--- src/rtl/adc_cmd_pkg.sv ---
package adc_cmd_pkg;
  localparam int NCMD     = 6;
  localparam int B_EN     = 0;
  localparam int B_DIS    = 1;
  localparam int B_RS     = 2;
  localparam int B_JS     = 3;
  localparam int B_STP    = 4;
  localparam int B_CAL    = 5;
  localparam int POS_VREG = 6;
  localparam int POS_RDY  = 8;
  localparam int POS_ERR  = 9;
  localparam int WR_W     = POS_VREG + 1;
  localparam int RD_MIN   = POS_ERR + 1;
endpackage

--- src/rtl/adc_cmd_legal.sv ---
module adc_cmd_legal import adc_cmd_pkg::*; (
  input  logic            wr_en,
  input  logic [NCMD-1:0] wr_set,
  input  logic [NCMD-1:0] cmd,
  input  logic            vreg,
  input  logic            auto_inj,
  output logic [NCMD-1:0] accept,
  output logic            reject
);
  logic            idle;
  logic            active;
  logic [NCMD-1:0] legal;

  always_comb begin
    idle   = (cmd == '0);
    active = cmd[B_EN] & ~cmd[B_DIS];
    legal          = '0;
    legal[B_EN]    = idle & vreg & ~wr_set[B_CAL];
    legal[B_DIS]   = active & ~cmd[B_RS] & ~cmd[B_JS];
    legal[B_RS]    = active & ~cmd[B_RS];
    legal[B_JS]    = active & ~cmd[B_JS] & ~auto_inj;
    legal[B_STP]   = cmd[B_RS] & ~cmd[B_STP];
    legal[B_CAL]   = idle & vreg;
    accept = {NCMD{wr_en}} & wr_set & legal;
    reject = wr_en & (|(wr_set & ~legal));
  end
endmodule

--- src/rtl/adc_cmd_bits.sv ---
module adc_cmd_bits import adc_cmd_pkg::*; (
  input  logic            clk,
  input  logic            rst_n,
  input  logic [NCMD-1:0] accept,
  input  logic [NCMD-1:0] clear,
  output logic [NCMD-1:0] cmd
);
  logic [NCMD-1:0] cmd_q;
  logic [NCMD-1:0] cmd_d;
  logic [NCMD-1:0] upd;

  for (genvar i = 0; i < NCMD; i++) begin : g_bit
    always_comb begin
      upd[i]   = accept[i] | clear[i];
      cmd_d[i] = (cmd_q[i] & ~clear[i]) | accept[i];
    end

    always_ff @(posedge clk or negedge rst_n) begin
      if (!rst_n)      cmd_q[i] <= 1'b0;
      else if (upd[i]) cmd_q[i] <= cmd_d[i];
    end
  end

  assign cmd = cmd_q;


  no_set_clr_overlap_chk: assert property (@(posedge clk) disable iff (!rst_n)
    !(|(accept & clear)));
endmodule

--- src/rtl/adc_cmd_launch.sv ---
module adc_cmd_launch import adc_cmd_pkg::*; #(
  parameter int TRIG_W = 3
) (
  input  logic              clk,
  input  logic              rst_n,
  input  logic [NCMD-1:0]   accept,
  input  logic [NCMD-1:0]   cmd,
  input  logic [TRIG_W-1:0] trig_sel,
  input  logic              auto_inj,
  input  logic              hw_trig,
  output logic [NCMD-1:0]   go
);
  logic            trig_q;
  logic            rise;
  logic            sw_mode;
  logic            launch;
  logic [NCMD-1:0] go_d;
  logic [NCMD-1:0] go_q;

  always_comb begin
    rise     = hw_trig & ~trig_q;
    sw_mode  = (trig_sel == '0);
    launch   = sw_mode ? accept[B_RS] : (cmd[B_RS] & rise);
    go_d        = accept;
    go_d[B_RS]  = launch;
    go_d[B_JS]  = accept[B_JS] | (launch & auto_inj);
  end

  always_ff @(posedge clk or negedge rst_n) begin
    if (!rst_n) begin
      trig_q <= 1'b0;
      go_q   <= '0;
    end else begin
      trig_q <= hw_trig;
      go_q   <= go_d;
    end
  end

  assign go = go_q;


  hw_launch_edge_chk: assert property (@(posedge clk) disable iff (!rst_n)
    (go_q[B_RS] && $past(trig_sel != '0)) |-> $past(hw_trig && !trig_q));


  auto_pair_chk: assert property (@(posedge clk) disable iff (!rst_n)
    (go_q[B_RS] && $past(auto_inj)) |-> go_q[B_JS]);
endmodule

--- src/rtl/adc_cmd_status.sv ---
module adc_cmd_status (
  input  logic clk,
  input  logic rst_n,
  input  logic rdy_evt,
  input  logic off_done,
  input  logic en,
  input  logic dis,
  input  logic reject,
  output logic ready,
  output logic err
);
  logic rdy_q, rdy_d, rdy_upd;
  logic err_q, err_d;

  always_comb begin
    rdy_upd = off_done | (rdy_evt & en & ~dis);
    rdy_d   = ~off_done;
    err_d   = 1'b1;
  end

  always_ff @(posedge clk or negedge rst_n) begin
    if (!rst_n)       rdy_q <= 1'b0;
    else if (rdy_upd) rdy_q <= rdy_d;
  end

  always_ff @(posedge clk or negedge rst_n) begin
    if (!rst_n)      err_q <= 1'b0;
    else if (reject) err_q <= err_d;
  end

  assign ready = rdy_q;
  assign err   = err_q;


  rdy_needs_en_chk: assert property (@(posedge clk) disable iff (!rst_n)
    rdy_q |-> en);


  err_sticky_chk: assert property (@(posedge clk) disable iff (!rst_n)
    !$fell(err_q));
endmodule

--- src/rtl/adc_cmd_ctrl.sv ---
module adc_cmd_ctrl import adc_cmd_pkg::*; #(
  parameter int DW     = 32,
  parameter int TRIG_W = 3
) (
  input  logic              clk,
  input  logic              rst_n,
  input  logic              bus_wr,
  input  logic [WR_W-1:0]   bus_wdata,
  input  logic              bus_rd,
  output logic [DW-1:0]     bus_rdata,
  input  logic [TRIG_W-1:0] cfg_trig_sel,
  input  logic              cfg_continuous,
  input  logic              cfg_auto_inj,
  input  logic              hw_trig,
  input  logic              core_ready,
  input  logic              core_off,
  input  logic              core_seq_end,
  input  logic              core_stop_done,
  input  logic              core_inj_end,
  input  logic              core_cal_done,
  output logic              go_enable,
  output logic              go_disable,
  output logic              go_reg_conv,
  output logic              go_inj_conv,
  output logic              go_stop,
  output logic              go_calib
);
  logic            sync_q, srst_n;
  logic [NCMD-1:0] cmd, accept, clear, go;
  logic            reject, vreg_q, vreg_d, ready, err, sw_mode;
  logic [DW-1:0]   rd_word;

  // asynchronous assert, synchronous release
  always_ff @(posedge clk or negedge rst_n) begin
    if (!rst_n) begin
      sync_q <= 1'b0;
      srst_n <= 1'b0;
    end else begin
      sync_q <= 1'b1;
      srst_n <= sync_q;
    end
  end

  adc_cmd_legal u_legal (
    .wr_en    (bus_wr),
    .wr_set   (bus_wdata[NCMD-1:0]),
    .cmd      (cmd),
    .vreg     (vreg_q),
    .auto_inj (cfg_auto_inj),
    .accept   (accept),
    .reject   (reject)
  );

  always_comb begin
    sw_mode       = (cfg_trig_sel == '0);
    clear         = '0;
    clear[B_EN]   = core_off & cmd[B_DIS];
    clear[B_DIS]  = core_off & cmd[B_DIS];
    clear[B_RS]   = cmd[B_RS] & ((core_seq_end & sw_mode & ~cfg_continuous) |
                                 (core_stop_done & cmd[B_STP]));
    clear[B_JS]   = core_inj_end & cmd[B_JS];
    clear[B_STP]  = core_stop_done & cmd[B_STP];
    clear[B_CAL]  = core_cal_done & cmd[B_CAL];
  end

  adc_cmd_bits u_bits (
    .clk    (clk),
    .rst_n  (srst_n),
    .accept (accept),
    .clear  (clear),
    .cmd    (cmd)
  );

  adc_cmd_launch #(.TRIG_W(TRIG_W)) u_launch (
    .clk      (clk),
    .rst_n    (srst_n),
    .accept   (accept),
    .cmd      (cmd),
    .trig_sel (cfg_trig_sel),
    .auto_inj (cfg_auto_inj),
    .hw_trig  (hw_trig),
    .go       (go)
  );

  adc_cmd_status u_status (
    .clk      (clk),
    .rst_n    (srst_n),
    .rdy_evt  (core_ready),
    .off_done (clear[B_EN]),
    .en       (cmd[B_EN]),
    .dis      (cmd[B_DIS]),
    .reject   (reject),
    .ready    (ready),
    .err      (err)
  );

  always_comb vreg_d = bus_wr ? bus_wdata[POS_VREG] : vreg_q;

  always_ff @(posedge clk or negedge srst_n) begin
    if (!srst_n)     vreg_q <= 1'b0;
    else if (bus_wr) vreg_q <= vreg_d;
  end

  always_comb begin
    rd_word                = '0;
    rd_word[NCMD-1:0]      = cmd;
    rd_word[POS_VREG]      = vreg_q;
    rd_word[POS_RDY]       = ready;
    rd_word[POS_ERR]       = err;
  end

  assign bus_rdata   = bus_rd ? rd_word : '0;
  assign go_enable   = go[B_EN];
  assign go_disable  = go[B_DIS];
  assign go_reg_conv = go[B_RS];
  assign go_inj_conv = go[B_JS];
  assign go_stop     = go[B_STP];
  assign go_calib    = go[B_CAL];


  en_rise_legal_chk: assert property (@(posedge clk) disable iff (!srst_n)
    $rose(cmd[B_EN]) |-> $past(cmd == '0 && vreg_q));


  dis_rise_legal_chk: assert property (@(posedge clk) disable iff (!srst_n)
    $rose(cmd[B_DIS]) |-> $past(cmd[B_EN] && !cmd[B_RS] && !cmd[B_JS]));


  dis_en_fall_chk: assert property (@(posedge clk) disable iff (!srst_n)
    $fell(cmd[B_DIS]) |-> $fell(cmd[B_EN]));


  stop_fall_chk: assert property (@(posedge clk) disable iff (!srst_n)
    $fell(cmd[B_STP]) |-> !cmd[B_RS]);


  inj_auto_block_chk: assert property (@(posedge clk) disable iff (!srst_n)
    $rose(cmd[B_JS]) |-> !$past(cfg_auto_inj));
endmodule

--- config.mk ---
export PLATFORM = sky130hd
export DESIGN_NAME = adc_cmd_ctrl
export DESIGN_NICKNAME = d
export VERILOG_FILES = /design/src/rtl/adc_cmd_pkg.sv /design/src/rtl/adc_cmd_legal.sv /design/src/rtl/adc_cmd_bits.sv /design/src/rtl/adc_cmd_launch.sv /design/src/rtl/adc_cmd_status.sv /design/src/rtl/adc_cmd_ctrl.sv
export SDC_FILE = /design/constraint.sdc
export NUM_CORES = 1
export LEC_CHECK = 0
export BUFFER_PORTS_ARGS = -buffer_cell sky130_fd_sc_hd__buf_2
export CORE_MARGIN = 5
export CORE_UTILIZATION = 38
export CTS_CLUSTER_DIAMETER = 200
export DETAILED_ROUTE_END_ITERATION = 12
export PLACE_DENSITY = 0.73
export SLEW_MARGIN = 30
export SYNTH_ARGS = -nofsm -noshare
export SYNTH_HDL_FRONTEND = slang
export SYNTH_SLANG_ARGS = --single-unit
--- constraint.sdc ---
create_clock -name clk -period 0.8 [get_ports clk]
set_input_delay 0.2 -clock clk [delete_from_list [all_inputs] [get_ports clk]]
set_output_delay 0.2 -clock clk [all_outputs]
set_load 0.02 [all_outputs]
==> summary.md <==
| Metric | Value |
|---|---|
| Fill count | 211 |
| Int Power | 2.388 mW |
| Reg2reg setup slack | -560 ps |
| Hold endpoint | u_launch.trig_q$_DFF_PN0_ |
| Yosys reg bits | 18 |
| Clk_skew | 0.7790 ps |
| Ranking of synthesized cells by area | dfrtp_1, buf_4, and2_1, inv_1, a21o_1 |
| Core ar. | 2477 um2 |
| Starting Density | 39.75% |
| Synth cell count leaders | buf_4, dfrtp_1, and2_1, inv_1 |
| Initial antenna violation count | 0 |
| Distinct cell type count after synthesis | 33 |
| Final setup margin | -559.2 ps |
| Worst vdd ir | 1.339 mV |
| Seq/Total Area, Yosys | 45.74% |
| RePlAce Congestion | 0.7915 |
| Post-synth top area share | 45.74% |
| PD cells | 2349 nW/um2 |
| Drt wl/cell | 15.23 um |
| Sw Share | 34.37% |
| Vias | 875 |
| Cell area after synthesis | 984.7 um2 |
| WP data required | 980 ps |
| Hold Path Class | in2reg |
| Fin. max-slew vios | 0 |
| Sequential power share | 33.7% |
| CTS clock-pin slew for the worst setup and hold paths | 110 ps |
| Fmax | 735.7 MHz |
| Area leader, netlist | dfrtp_1 |
| Die height | 60.91 um |
| Cells after Synth | 96 |
| Number of routed nets with antenna violations | 0 |
| Post-synth EDFFs | 0 |
| Worst Path Arrival | 1540 ps |
| Die W | 60.91 um |
| Status | finished with violations |
| Max Cap Viol | 0 |
| Final hold violations | 0 |
| Antenna cells | 0 |
| Comb pwr share | 50.1% |
| CP Class | reg2reg |
| Final min period | 1359 ps |
| Worst-path fanout max | 3 |
| H-tree levels | 1 |
| TritonCTS buffer count | 3 |
| TritonRoute pass-1 iters | 4 |
| Post-DP HPWL | 1.822 mm |
| # IOs | 61 |
| Clk_lat worst skew | 300 ps |
| First-pass GRT wire length | 4.077 mm |
| CTS sink cnt | 18 |
| Largest net degree at the start of global routing | 17 |
| Layout cells sized above 1 | 59.75% |
| Design area | 1549 um2 |
| Root Buffer | clkbuf_4 |
| Post-synth top flop | dfrtp_1 |
| FF-to-FF Start | u_bits.cmd[2]$_DFFE_PN0P_ |
| CTS tree | built |
| Unrepaired setup endpoints after global routing | true |
| Num rows | 18 |
| Fin nets | 183 |
| All-Layer GR Usage | 15.24% |
| Die ar. | 3709 um2 |
| RR Endpoint | u_status.err$_DFFE_PN0P_ |
| FF-to-FF path depth | 4 |
| Via density | 4.630 |
| Final-report setup violation count | 30 |
| Area of the multi-input gates | 503.0 um2 |
| Setup crit end kind | flip-flop |
| Synth async-reset ratio | 100.0% |
| Hold Path Depth | 1 |
| Util after Layout | 62.53% |
| CTS Buffer Depth | 2 |
| Fin crit share | 169.9% |
| Syn_area_per_cell | 10.26 um2 |
| Hold path start | hw_trig |
| GRT overflow | 0 |
| Switching power total | 1.251 mW |
| Residual DRC | 0 |
| Area grow syn2layout | 57.31% |
| Most frequent cell after synthesis | buf_4 |
| Crit start category | flip-flop |
| Count of input and output buffers | 37 |
| Area after DPL | 1225 um2 |
| Final hold slack | 32.94 ps |
| Yosys warns | 0 |
| WL final | 2.879 mm |
| Failing checks | negative setup slack |
| Final Power | 3.639 mW |
| Register area | 454.2 um2 |
| DP Worst Slack | -516.5 ps |
| Vias in the first global route | 896 |
| Leakage | 0.8286 nW |
| 1st-iter DRT viols | 24 |
| Clock Power Share | 16.2% |
==> metal layers <==
metal	routed length [um]	track usage (%)	part of all wire (%)
met1	992	15.93	34
met2	1604	28.70	56
met3	216	3.617	7.5
met4	65	6.502	2.3
met5	0	0	0
==> sequential cells by signal (all words and copies together), names as in the netlist <==
name and flops:
srst_n 1, sync_q 1, u_bits.cmd 6, u_launch.go 6, u_launch.trig_q 1, u_status.err 1
u_status.ready 1, vreg_q 1
==> critical path: stages (launching register included) <==
cell and delay (ps):
dfrtp_1 430, buf_6 130, or4b_1 500, o21ai_1 90, a31oi_1 90
==> worst max-delay path by stage <==
| stage | from | to | slack (ps) | depth (start not counted) |
|---|---|---|---|---|
| floorplan | u_bits.cmd[2]$_DFFE_PN0P_ | u_status.err$_DFFE_PN0P_ | -400 | 3 |
| global placement | cfg_trig_sel[1] | u_bits.cmd[2]$_DFFE_PN0P_ | -460 | 4 |
| detailed placement | u_bits.cmd[3]$_DFFE_PN0P_ | u_status.err$_DFFE_PN0P_ | -520 | 4 |
| CTS | u_bits.cmd[2]$_DFFE_PN0P_ | u_status.err$_DFFE_PN0P_ | -560 | 4 |
| global route | u_bits.cmd[2]$_DFFE_PN0P_ | u_status.err$_DFFE_PN0P_ | -610 | 4 |
| finish | u_bits.cmd[2]$_DFFE_PN0P_ | u_status.err$_DFFE_PN0P_ | -560 | 4 |
==> power groups by stage <==
stage / Combinational [mW] / Sequential (mW) / Clock (mW)
final: 1.82 / 1.22 / 0.589
after global routing: 1.94 / 1.24 / 0.646
after global placement: 1.12 / 1.19 / 0
after detailed placement: 1.14 / 1.20 / 0
after floorplan: 0.674 / 1.26 / 0
after CTS: 1.69 / 1.20 / 0.581
==> layout make-up <==
class	count	share of cell area (%)
timing repair buffer	60	31.74
sequential	18	29.32
multi-input combinational	70	32.47
clock buffer	4	2.342
inverter	7	1.696
tap	30	2.423
==> cells in the final DEF (no fill, tap or decap), drive strengths merged <==
master / n
o2bb2ai: 1
and4: 1
o31ai: 1
nand3b: 2
dlygate4sd3: 1
and3: 3
clkbuf: 4
nor3: 1
and3b: 1
a31oi: 1
nor2: 3
dfrtp: 18
a221oi: 1
and2: 9
nand4b: 1
or3: 1
inv: 7
and4b: 1
o311ai: 1
or4b: 1
nor2b: 2
buf: 59
maj3: 1
mux2: 1
a21oi: 1
a21bo: 1
conb: 24
nand2: 3
o21ai: 3
a21o: 4
nand3: 1
==> stage by stage <==
step,cells,setup TNS [ps]
2_1_floorplan,118,-3345
3_3_place_gp,174,-5471
3_5_place_dp,174,-6075
4_1_cts,187,-10630
5_1_grt,189,-12050
6_report,189,-10830
==> logic make-up (layout without fill, tap and decap cells) <==
family,Yosys count,after routing,synth area share [%]
mux,1,1,1.144
simple gates,30,30,20.20
flops,18,18,45.74
compound gates,14,14,10.80
fa+ha+maj,1,1,1.144
other cells,2,24,0.7627
buf+inv,30,71,20.20
==> timing repair <==
action,4_1_cts,5_1_grt
setup endpoints to repair,30,30
gates resized for setup,51,14
endpoints found under the hold margin,2,0
hold buffers,1,0
buffers inserted,8,2
pin swaps,4,3
Power figures use the tool's default switching activity.
